<file path="src/rtl/adc_res_pkg.sv">
// Package adc_res_pkg
// Shared constants for the split-byte converter result register.
// Assumes a one-bit byte address: 0 selects the low byte, 1 the high byte.
package adc_res_pkg;
    localparam logic ADDR_LO = 1'b0;
    localparam logic ADDR_HI = 1'b1;

    typedef enum logic {
        MODE_8B  = 1'b0,
        MODE_10B = 1'b1
    } res_mode_e;
endpackage

</file>
<file path="src/rtl/adc_res_capture.sv">
// Module adc_res_capture
// Holds the visible result, the pending result and the freeze state.
// Treats the cycle of a high-byte read as already frozen, so that a
// conversion completing on that clock goes to the pending register.
// Assumes rd_hi and rd_lo are never high together.
module adc_res_capture #(
    parameter int RES_W = 10
) (
    input  logic             clk,
    input  logic             rst_n,
    input  logic             conv_done,
    input  logic [RES_W-1:0] conv_data,
    input  logic             mode_10b,
    input  logic             rd_hi,
    input  logic             rd_lo,
    output logic [RES_W-1:0] res_q,
    output logic             pend_v_q,
    output logic             frozen_eff,
    output logic             promote
);
    logic [RES_W-1:0] pend_q;
    logic             frozen_q;
    logic             release_now;

    // Decide whether this cycle counts as frozen and whether a release happens.
    always_comb begin
        frozen_eff  = mode_10b && (frozen_q || rd_hi);
        release_now = mode_10b && frozen_q && rd_lo;
        promote     = release_now && pend_v_q && !conv_done;
    end

    // Update the visible result, the pending result and the freeze state.
    always_ff @(posedge clk) begin
        if (!rst_n) begin
            res_q    <= '0;
            pend_q   <= '0;
            pend_v_q <= 1'b0;
            frozen_q <= 1'b0;
        end else if (!mode_10b) begin
            frozen_q <= 1'b0;
            pend_v_q <= 1'b0;
            if (conv_done) res_q <= conv_data;
        end else if (release_now) begin
            frozen_q <= 1'b0;
            pend_v_q <= 1'b0;
            if (conv_done)     res_q <= conv_data;
            else if (pend_v_q) res_q <= pend_q;
        end else begin
            if (rd_hi) frozen_q <= 1'b1;
            if (conv_done) begin
                if (frozen_eff) begin
                    pend_q   <= conv_data;
                    pend_v_q <= 1'b1;
                end else begin
                    res_q <= conv_data;
                end
            end
        end
    end

    AST_RACE_HOLD: assert property (@(posedge clk) disable iff (!rst_n)
        (rd_hi && mode_10b && conv_done) |=> (res_q == $past(res_q)));
    AST_FROZEN_STABLE: assert property (@(posedge clk) disable iff (!rst_n)
        (frozen_q && mode_10b && !rd_lo) |=> (res_q == $past(res_q)));
    AST_FREEZE_ON_HI: assert property (@(posedge clk) disable iff (!rst_n)
        (rd_hi && mode_10b) |=> frozen_q);
    AST_NO_FREEZE_8B: assert property (@(posedge clk) disable iff (!rst_n)
        (!mode_10b) |=> (!frozen_q && !pend_v_q));
    AST_RELEASE_CLEARS: assert property (@(posedge clk) disable iff (!rst_n)
        (rd_lo && mode_10b) |=> !frozen_q);
endmodule

</file>
<file path="src/rtl/adc_res_flags.sv">
// Module adc_res_flags
// Maintains the completion flag and the overrun flag.
// In both flags a set on the same clock as a clear wins.
module adc_res_flags (
    input  logic clk,
    input  logic rst_n,
    input  logic conv_done,
    input  logic mode_10b,
    input  logic rd_hi,
    input  logic rd_lo,
    input  logic frozen_eff,
    input  logic pend_v,
    input  logic promote,
    output logic conv_flag,
    output logic ovr_flag
);
    logic cf_set;
    logic ov_set;

    // Derive the set events of both flags.
    always_comb begin
        cf_set = conv_done || promote;
        ov_set = conv_done && frozen_eff && pend_v;
    end

    // Apply set-over-clear priority to both flags.
    always_ff @(posedge clk) begin
        if (!rst_n) begin
            conv_flag <= 1'b0;
            ovr_flag  <= 1'b0;
        end else begin
            if (cf_set)     conv_flag <= 1'b1;
            else if (rd_lo) conv_flag <= 1'b0;
            if (ov_set)                   ovr_flag <= 1'b1;
            else if (rd_hi && mode_10b)   ovr_flag <= 1'b0;
        end
    end

    AST_FLAG_SET: assert property (@(posedge clk) disable iff (!rst_n)
        conv_done |=> conv_flag);
    AST_FLAG_CLR: assert property (@(posedge clk) disable iff (!rst_n)
        (rd_lo && !conv_done && !promote) |=> !conv_flag);
    AST_OVR_CLR: assert property (@(posedge clk) disable iff (!rst_n)
        (rd_hi && mode_10b && !conv_done) |=> !ovr_flag);
endmodule

</file>
<file path="src/rtl/adc_res_readmux.sv">
// Module adc_res_readmux
// Selects the byte returned for a read according to the mode and the address.
// The output is combinational and 0 when no read is in progress.
module adc_res_readmux #(
    parameter int RES_W = 10,
    parameter int BUS_W = 8
) (
    input  logic             clk,
    input  logic             rst_n,
    input  logic [RES_W-1:0] res_q,
    input  logic             mode_10b,
    input  logic             rd_en,
    input  logic             rd_addr,
    output logic [BUS_W-1:0] rd_data
);
    import adc_res_pkg::*;
    localparam int HI_W = RES_W - BUS_W;

    logic [BUS_W-1:0] hi_byte;
    logic [BUS_W-1:0] lo_byte;
    logic [BUS_W-1:0] short_byte;

    // Form the three candidate bytes from the visible result.
    always_comb begin
        hi_byte    = {{(BUS_W-HI_W){1'b0}}, res_q[RES_W-1:BUS_W]};
        lo_byte    = res_q[BUS_W-1:0];
        short_byte = res_q[RES_W-1 -: BUS_W];
    end

    // Pick the byte selected by the read.
    always_comb begin
        rd_data = '0;
        if (rd_en) begin
            if (mode_10b) rd_data = (rd_addr == ADDR_HI) ? hi_byte : lo_byte;
            else          rd_data = (rd_addr == ADDR_HI) ? '0 : short_byte;
        end
    end

    AST_HI_PAD_ZERO: assert property (@(posedge clk) disable iff (!rst_n)
        (rd_en && rd_addr == ADDR_HI) |-> (rd_data[BUS_W-1:HI_W] == '0));
    AST_HI8_ZERO: assert property (@(posedge clk) disable iff (!rst_n)
        (rd_en && rd_addr == ADDR_HI && !mode_10b) |-> (rd_data == '0));
    AST_IDLE_ZERO: assert property (@(posedge clk) disable iff (!rst_n)
        (!rd_en) |-> (rd_data == '0));
endmodule

</file>
<file path="src/rtl/adc_result_reg.sv">
// Module adc_result_reg
// Coherent split-byte result register for a converter on an 8-bit bus.
// Decodes the read strobes and connects the capture, flag and read-mux parts.
// Assumes conv_done is a one-cycle strobe in the bus clock domain and that
// mode_10b is a static configuration input.
module adc_result_reg #(
    parameter int RES_W = 10,
    parameter int BUS_W = 8
) (
    input  logic             clk,
    input  logic             rst_n,
    input  logic             conv_done,
    input  logic [RES_W-1:0] conv_data,
    input  logic             mode_10b,
    input  logic             rd_en,
    input  logic             rd_addr,
    output logic [BUS_W-1:0] rd_data,
    output logic             conv_flag,
    output logic             ovr_flag
);
    import adc_res_pkg::*;

    logic             rd_hi;
    logic             rd_lo;
    logic [RES_W-1:0] res_q;
    logic             pend_v_q;
    logic             frozen_eff;
    logic             promote;

    // Turn the read strobe and the address into high and low read events.
    always_comb begin
        rd_hi = rd_en && (rd_addr == ADDR_HI);
        rd_lo = rd_en && (rd_addr == ADDR_LO);
    end

    adc_res_capture #(.RES_W(RES_W)) u_capture (
        .clk        (clk),
        .rst_n      (rst_n),
        .conv_done  (conv_done),
        .conv_data  (conv_data),
        .mode_10b   (mode_10b),
        .rd_hi      (rd_hi),
        .rd_lo      (rd_lo),
        .res_q      (res_q),
        .pend_v_q   (pend_v_q),
        .frozen_eff (frozen_eff),
        .promote    (promote)
    );

    adc_res_flags u_flags (
        .clk        (clk),
        .rst_n      (rst_n),
        .conv_done  (conv_done),
        .mode_10b   (mode_10b),
        .rd_hi      (rd_hi),
        .rd_lo      (rd_lo),
        .frozen_eff (frozen_eff),
        .pend_v     (pend_v_q),
        .promote    (promote),
        .conv_flag  (conv_flag),
        .ovr_flag   (ovr_flag)
    );

    adc_res_readmux #(.RES_W(RES_W), .BUS_W(BUS_W)) u_mux (
        .clk      (clk),
        .rst_n    (rst_n),
        .res_q    (res_q),
        .mode_10b (mode_10b),
        .rd_en    (rd_en),
        .rd_addr  (rd_addr),
        .rd_data  (rd_data)
    );
endmodule

</file>
<file path="config.mk">
export PLATFORM = sky130hd
export DESIGN_NAME = adc_result_reg
export DESIGN_NICKNAME = d
export VERILOG_FILES = /design/src/rtl/adc_res_pkg.sv /design/src/rtl/adc_res_capture.sv /design/src/rtl/adc_res_flags.sv /design/src/rtl/adc_res_readmux.sv /design/src/rtl/adc_result_reg.sv
export SDC_FILE = /design/constraint.sdc
export NUM_CORES = 1
export LEC_CHECK = 0
export BUFFER_PORTS_ARGS = -buffer_cell sky130_fd_sc_hd__buf_2
export CELL_PAD_IN_SITES_DETAIL_PLACEMENT = 0
export CELL_PAD_IN_SITES_GLOBAL_PLACEMENT = 1
export CORE_ASPECT_RATIO = 1.4
export CORE_UTILIZATION = 36
export DETAILED_ROUTE_END_ITERATION = 10
export PLACE_DENSITY_LB_ADDON = 0.1
export SYNTH_ARGS = -nofsm -noshare
export SYNTH_HDL_FRONTEND = slang
export SYNTH_HIERARCHICAL = 1
export SYNTH_SLANG_ARGS = --single-unit
</file>
<file path="constraint.sdc">
create_clock -name clk -period 2.4 [get_ports clk]
set_input_delay 0.48 -clock clk [delete_from_list [all_inputs] [get_ports clk]]
set_output_delay 0.48 -clock clk [all_outputs]
set_load 0.02 [all_outputs]
</file>
==> flow_summary.toml, run 1 <==
[sta]
timing.setup.tns_ps = 0
fmax_ghz = 0.512
slew_headroom = 0.693
setup_viol = 0
tightest_slew_ps = 458
min_period_ps = 1950
finClkSkew_ps = 4.83
final.period_utilization = 0.814
slew_viol_final = 0
hold_viol = 0
rsz0062_at_grt = "false"

[clock_network]
post_cts_buffers = 0
cts_resized = 0
insertion_delay_ps = 270
cts_buffers = 3
cts_max_level = 1
clock_sinks = 24
cts_tree = "yes"
cts-root-buf = "clkbuf_8"
cts_hold_buf = 0
path_clk_slew_ps = 90
clockBufferDepth = 2

[worst_setup_path]
critPathMaxFanout = 15
critPathKind = "primary input to output port"
startpoint_type = "primary input"
rrSetupSlack_ps = 940
r2r_cells = 4
timing.rr.end = "u_capture/res_q[1]$_SDFFE_PN0P_"
worstPathRequired_ps = 1920
worstPathArrival_ps = 1470
r2r-start = "u_capture/frozen_q$_SDFFE_PP0P_"
end_kind = "output port"

[route]
drtIter0Drc = 23
vias = 1117
wl_um = 2990
routedWlPerCell_um = 14.9
viasPerCell = 5.59
dr.pass1.iters = 4
ant_nets = 0
drc = 0

[finish]
fin_area_um2 = 1520
nets = 177
drive_gt1_frac = 0.325
area_delta_synth_final_pct = 15.3
antenna_cells = 0
multi_input_area_um2 = 756
regArea_um2 = 480
fillers = 378

[global_route]
grt_max_degree = 23
grt_overflow = 0
grtUsageMet2 = 0.270
top_usage_layer = "met2"
grt_pass1_vias = 1004
antenna_found_initial = 0
grt_usage = 0.174
use_met3 = 0.0248
grt_pass1_wl_um = 4890
use_met1 = 0.238

[worst_hold_path]
min_to = "u_flags/ovr_flag$_SDFFE_PN0P_"
worstHoldStart = "u_flags/ovr_flag$_SDFFE_PN0P_"
hp-class = "flip-flop to flip-flop"
hold_depth = 2

[power_and_ir_drop]
pwr-share-comb = 0.178
power_uw = 873
p_sw_frac = 0.275
p_int_uw = 633
p_per_area_nw_per_um2 = 575
vdd_drop_max_mv = 0.241
pwr-share-seq = 0.496
power.leakage_uw = 0.000689
p_clk_frac = 0.327
p_sw_uw = 241

[die]
io_pins = 26
rows = 25
fp.dieW_um = 53.1
die_h_um = 73.6
initial_core_util = 0.383
core_um2 = 3440
die_area_um2 = 3910

[placed_design]
post_dp_cell_area_um2 = 1460
port_buffers = 25
place_congestion = 0.746
hpwl_um = 2170

[synthesis]
synth-seq-cells = 24
yosys.area.top_type_share = 0.365
synth_area_um2 = 1320
syn_area_per_cell_um2 = 9.62
synth_edf_count = 0
synth_async_sr_flop_share = 0
yosys-top-cells-area = "dfxtp_1 36%, mux2i_1 12%, a211oi_2 9.5%, a221oi_1 6.6%, a21oi_1 4.2%"
synth_cells = 137
synthFlopType = "dfxtp_1"
yosysSeqAreaShare = 0.365
synthesis.nets = 153
yosys.area.top_type = "dfxtp_1"
synth_warnings = 6
yosysUniqueCellTypes = 33

[run]
drv_cap = 0

[outcome]
outcome = "finished clean"
-- critical path, stage by stage --
cell and delay, ps:
buf_2 300, mux2_4 330, o211a_1 200, buf_2 150
-- layout by cell type, fill, tap and decap left out, drive strengths merged, types with 2 or more instances in the layout --
| cell | count |
|---|---|
| buf | 30 |
| a221oi | 10 |
| inv | 4 |
| nor2 | 7 |
| mux2i | 16 |
| dfxtp | 24 |
| mux2 | 2 |
| and2 | 3 |
| a21bo | 3 |
| a211oi | 10 |
| o21ai | 12 |
| nand3 | 10 |
| clkbuf | 4 |
| o211a | 2 |
| a21oi | 11 |
-- stage by stage --
stage | utilization | hold slack (ps) | instances | worst slack, ps
2_1_floorplan | - | 453 | 137 | 741
3_3_place_gp | 0.425 | 437 | 196 | 467
3_5_place_dp | 0.425 | 452 | 196 | 441
4_1_cts | 0.441 | 459 | 200 | 447
5_1_grt | 0.441 | 462 | 200 | 388
6_report | 0.441 | 456 | 200 | 447
-- logic make-up after synthesis --
family | count (synthesis) | synth area share
muxes | 18 | 0.144
buffers and inverters | 15 | 0.0617
AOI/OAI and AO/OA | 52 | 0.317
and+or+nand+nor | 28 | 0.112
DFF | 24 | 0.365
-- power groups by stage --
stage	Combinational [uW]	Sequential (uW)	Clock, uW
after global placement	154	442	0
after floorplan	112	439	0
after detailed placement	156	442	0
final	155	433	285
after CTS	157	433	292
after global routing	172	435	307
-- layout make-up --
cell class / instances / area share
flip-flops and latches: 24 / 0.316
clock buffers: 4 / 0.0362
inverters: 4 / 0.00988
well taps: 40 / 0.0329
repair buffers: 30 / 0.107
multi-input cells: 98 / 0.498
-- routing by layer --
metal / share of wire / up-vias
met1: 0.48 / 527
met3: 0.035 / 5
li1: - / 563
met5: 0 / -
met4: 0.016 / 0
met2: 0.47 / 22
-- cell usage after synthesis, types with 2 or more instances --
| cell | count |
|---|---|
| nor2_1 | 7 |
| o21ai_1 | 5 |
| nand3_1 | 10 |
| o211a_1 | 2 |
| mux2_4 | 2 |
| o21ai_0 | 6 |
| clkbuf_1 | 3 |
| inv_1 | 4 |
| buf_6 | 2 |
| a21bo_2 | 2 |
| a211oi_2 | 10 |
| dfxtp_1 | 24 |
| a21oi_1 | 11 |
| a221oi_1 | 10 |
| buf_2 | 5 |
| and2_1 | 2 |
| mux2i_1 | 16 |
-- how the worst max path moves through the flow --
stage / startpoint / to / slack, ps
after detailed placement: mode_10b / rd_data[1] / 440
final: mode_10b / rd_data[0] / 450
after global placement: mode_10b / rd_data[1] / 470
after CTS: mode_10b / rd_data[0] / 450
after global routing: mode_10b / rd_data[0] / 390
after floorplan: mode_10b / rd_data[0] / 740
-- state kept, by name (all words and copies together) (netlist names) --
register            flops
u_flags/conv_flag       1
u_flags/ovr_flag        1
u_capture/frozen_q      1
u_capture/pend_q       10
u_capture/pend_v_q      1
u_capture/res_q        10
Note: power is estimated with default switching activity, not from simulation.
==> run 2: changes to the inputs <==
==> constraint.sdc (replaced) <==
create_clock -name clk -period 1.93 [get_ports clk]
set_input_delay 0.386 -clock clk [delete_from_list [all_inputs] [get_ports clk]]
set_output_delay 0.386 -clock clk [all_outputs]
set_load 0.02 [all_outputs]
==> flow_summary.toml, run 2 (synthesized netlist as in run 1, its figures left out) <==
[outcome]
outcome = "finished clean"

[run]
drv_cap = 0

[worst_setup_path]
end_kind = "output port"
startpoint_type = "primary input"
worstPathRequired_ps = 1540
worstPathArrival_ps = 1290
critPathMaxFanout = 8
critPathKind = "primary input to output port"

[sta]
setup_viol = 0
fmax_ghz = 0.596
rsz0062_at_grt = "false"
hold_viol = 0
finClkSkew_ps = 0.585
slew_viol_final = 0
slew_headroom = 0.630
timing.setup.tns_ps = 0
final.period_utilization = 0.869
tightest_slew_ps = 552
min_period_ps = 1680

[clock_network]
cts_tree = "yes"
post_cts_buffers = 0
cts-root-buf = "clkbuf_8"
cts_buffers = 3
cts_hold_buf = 0
cts_resized = 0
path_clk_slew_ps = 80
clockBufferDepth = 2
insertion_delay_ps = 270
clock_sinks = 24
cts_max_level = 1

[route]
dr.pass1.iters = 4
top_layer_used = "met4"
drtIter0Drc = 24
wl_met2_um = 1520
wl_um = 3200
ant_nets = 0
routedWlPerCell_um = 15.8
viasPerCell = 5.68
drc = 0
wl_met1_um = 1530
routed-wl-met3_um = 89
vias = 1148

[finish]
nets = 179
fin_area_um2 = 1530
top_regs = "u_capture/pend_q (10), u_capture/res_q (10)"
final_common_cell = "buf_2"
instances_no_fill = 202
final_cell_mix = "25 x buf_2, 24 x dfxtp_1, 16 x mux2i_1, 11 x a21oi_1"
antenna_cells = 0
area_delta_synth_final_pct = 16.4
final_core_util = 0.446
drive_gt1_frac = 0.333
fillers = 361

[global_route]
grt_pass1_vias = 1051
antenna_found_initial = 0
grt_pass1_wl_um = 5220
grt_max_degree = 21
grt_overflow = 0
grt_usage = 0.185

[die]
core_um2 = 3440
rows = 25
initial_core_util = 0.383
fp.dieW_um = 53.1
die_h_um = 73.6
io_pins = 26
die_area_um2 = 3910

[placed_design]
dp.cells = 198
post_dp_cell_area_um2 = 1480
port_buffers = 25
place_congestion = 0.728
hpwl_um = 2300

[power_and_ir_drop]
vdd_drop_max_mv = 0.494
power_uw = 1080
p_per_area_nw_per_um2 = 705
power.leakage_uw = 0.000699

[worst_hold_path]
hp-class = "primary input to flip-flop"
run 2: cell count changes in the layout (fill, tap and decap cells not counted):
cell   before  now
buf_4       5    7
run 2: final timing paths:
check	cells past startpoint	slack (ps)	startpoint	end
setup / recovery	4	250	mode_10b	rd_data[1]
hold / removal	2	370	rst_n	u_flags/conv_flag$_SDFFE_PN0P_
setup reg to reg	5	570	u_capture/frozen_q$_SDFFE_PP0P_	u_capture/pend_v_q$_SDFFE_PP0P_
hold reg to reg	2	450	u_flags/ovr_flag$_SDFFE_PN0P_	u_flags/ovr_flag$_SDFFE_PN0P_
run 2: area by class of cell:
type | count | area (um2) | area share
inverter | 4 | 15.0 | 0.00979
multi-input combinational | 98 | 756 | 0.493
tap | 40 | 50.0 | 0.0326
sequential | 24 | 480 | 0.313
clock buffer | 4 | 55.1 | 0.0359
timing repair buffer | 32 | 178 | 0.116
run 2: critical path, cell delays in order:
cell and delay [ps]:
buf_2 200, mux2_4 330, o211a_1 210, buf_2 160
run 2: report_power, final:
| part | leakage, uW | internal [uW] | switching [uW] | total [uW] |
|---|---|---|---|---|
| combinational | 0.000474 | 85.2 | 112 | 197 |
| sequential | 0.000197 | 520 | 18.3 | 539 |
| clock | 0.0000288 | 182 | 164 | 346 |
| total | 0.000699 | 788 | 294 | 1080 |
run 2: stage by stage:
stage / setup WS, ps / hold slack (ps)
floorplan: 459 / 453
global placement: 231 / 432
detailed placement: 205 / 443
CTS: 238 / 367
global route: 219 / 368
finish: 254 / 372
run 2: layer usage:
layer / up-vias / global-route usage
met4: 0 / 0.0702
met1: 553 / 0.253
met5: - / 0
li1: 568 / -
met3: 5 / 0.0186
met2: 22 / 0.294
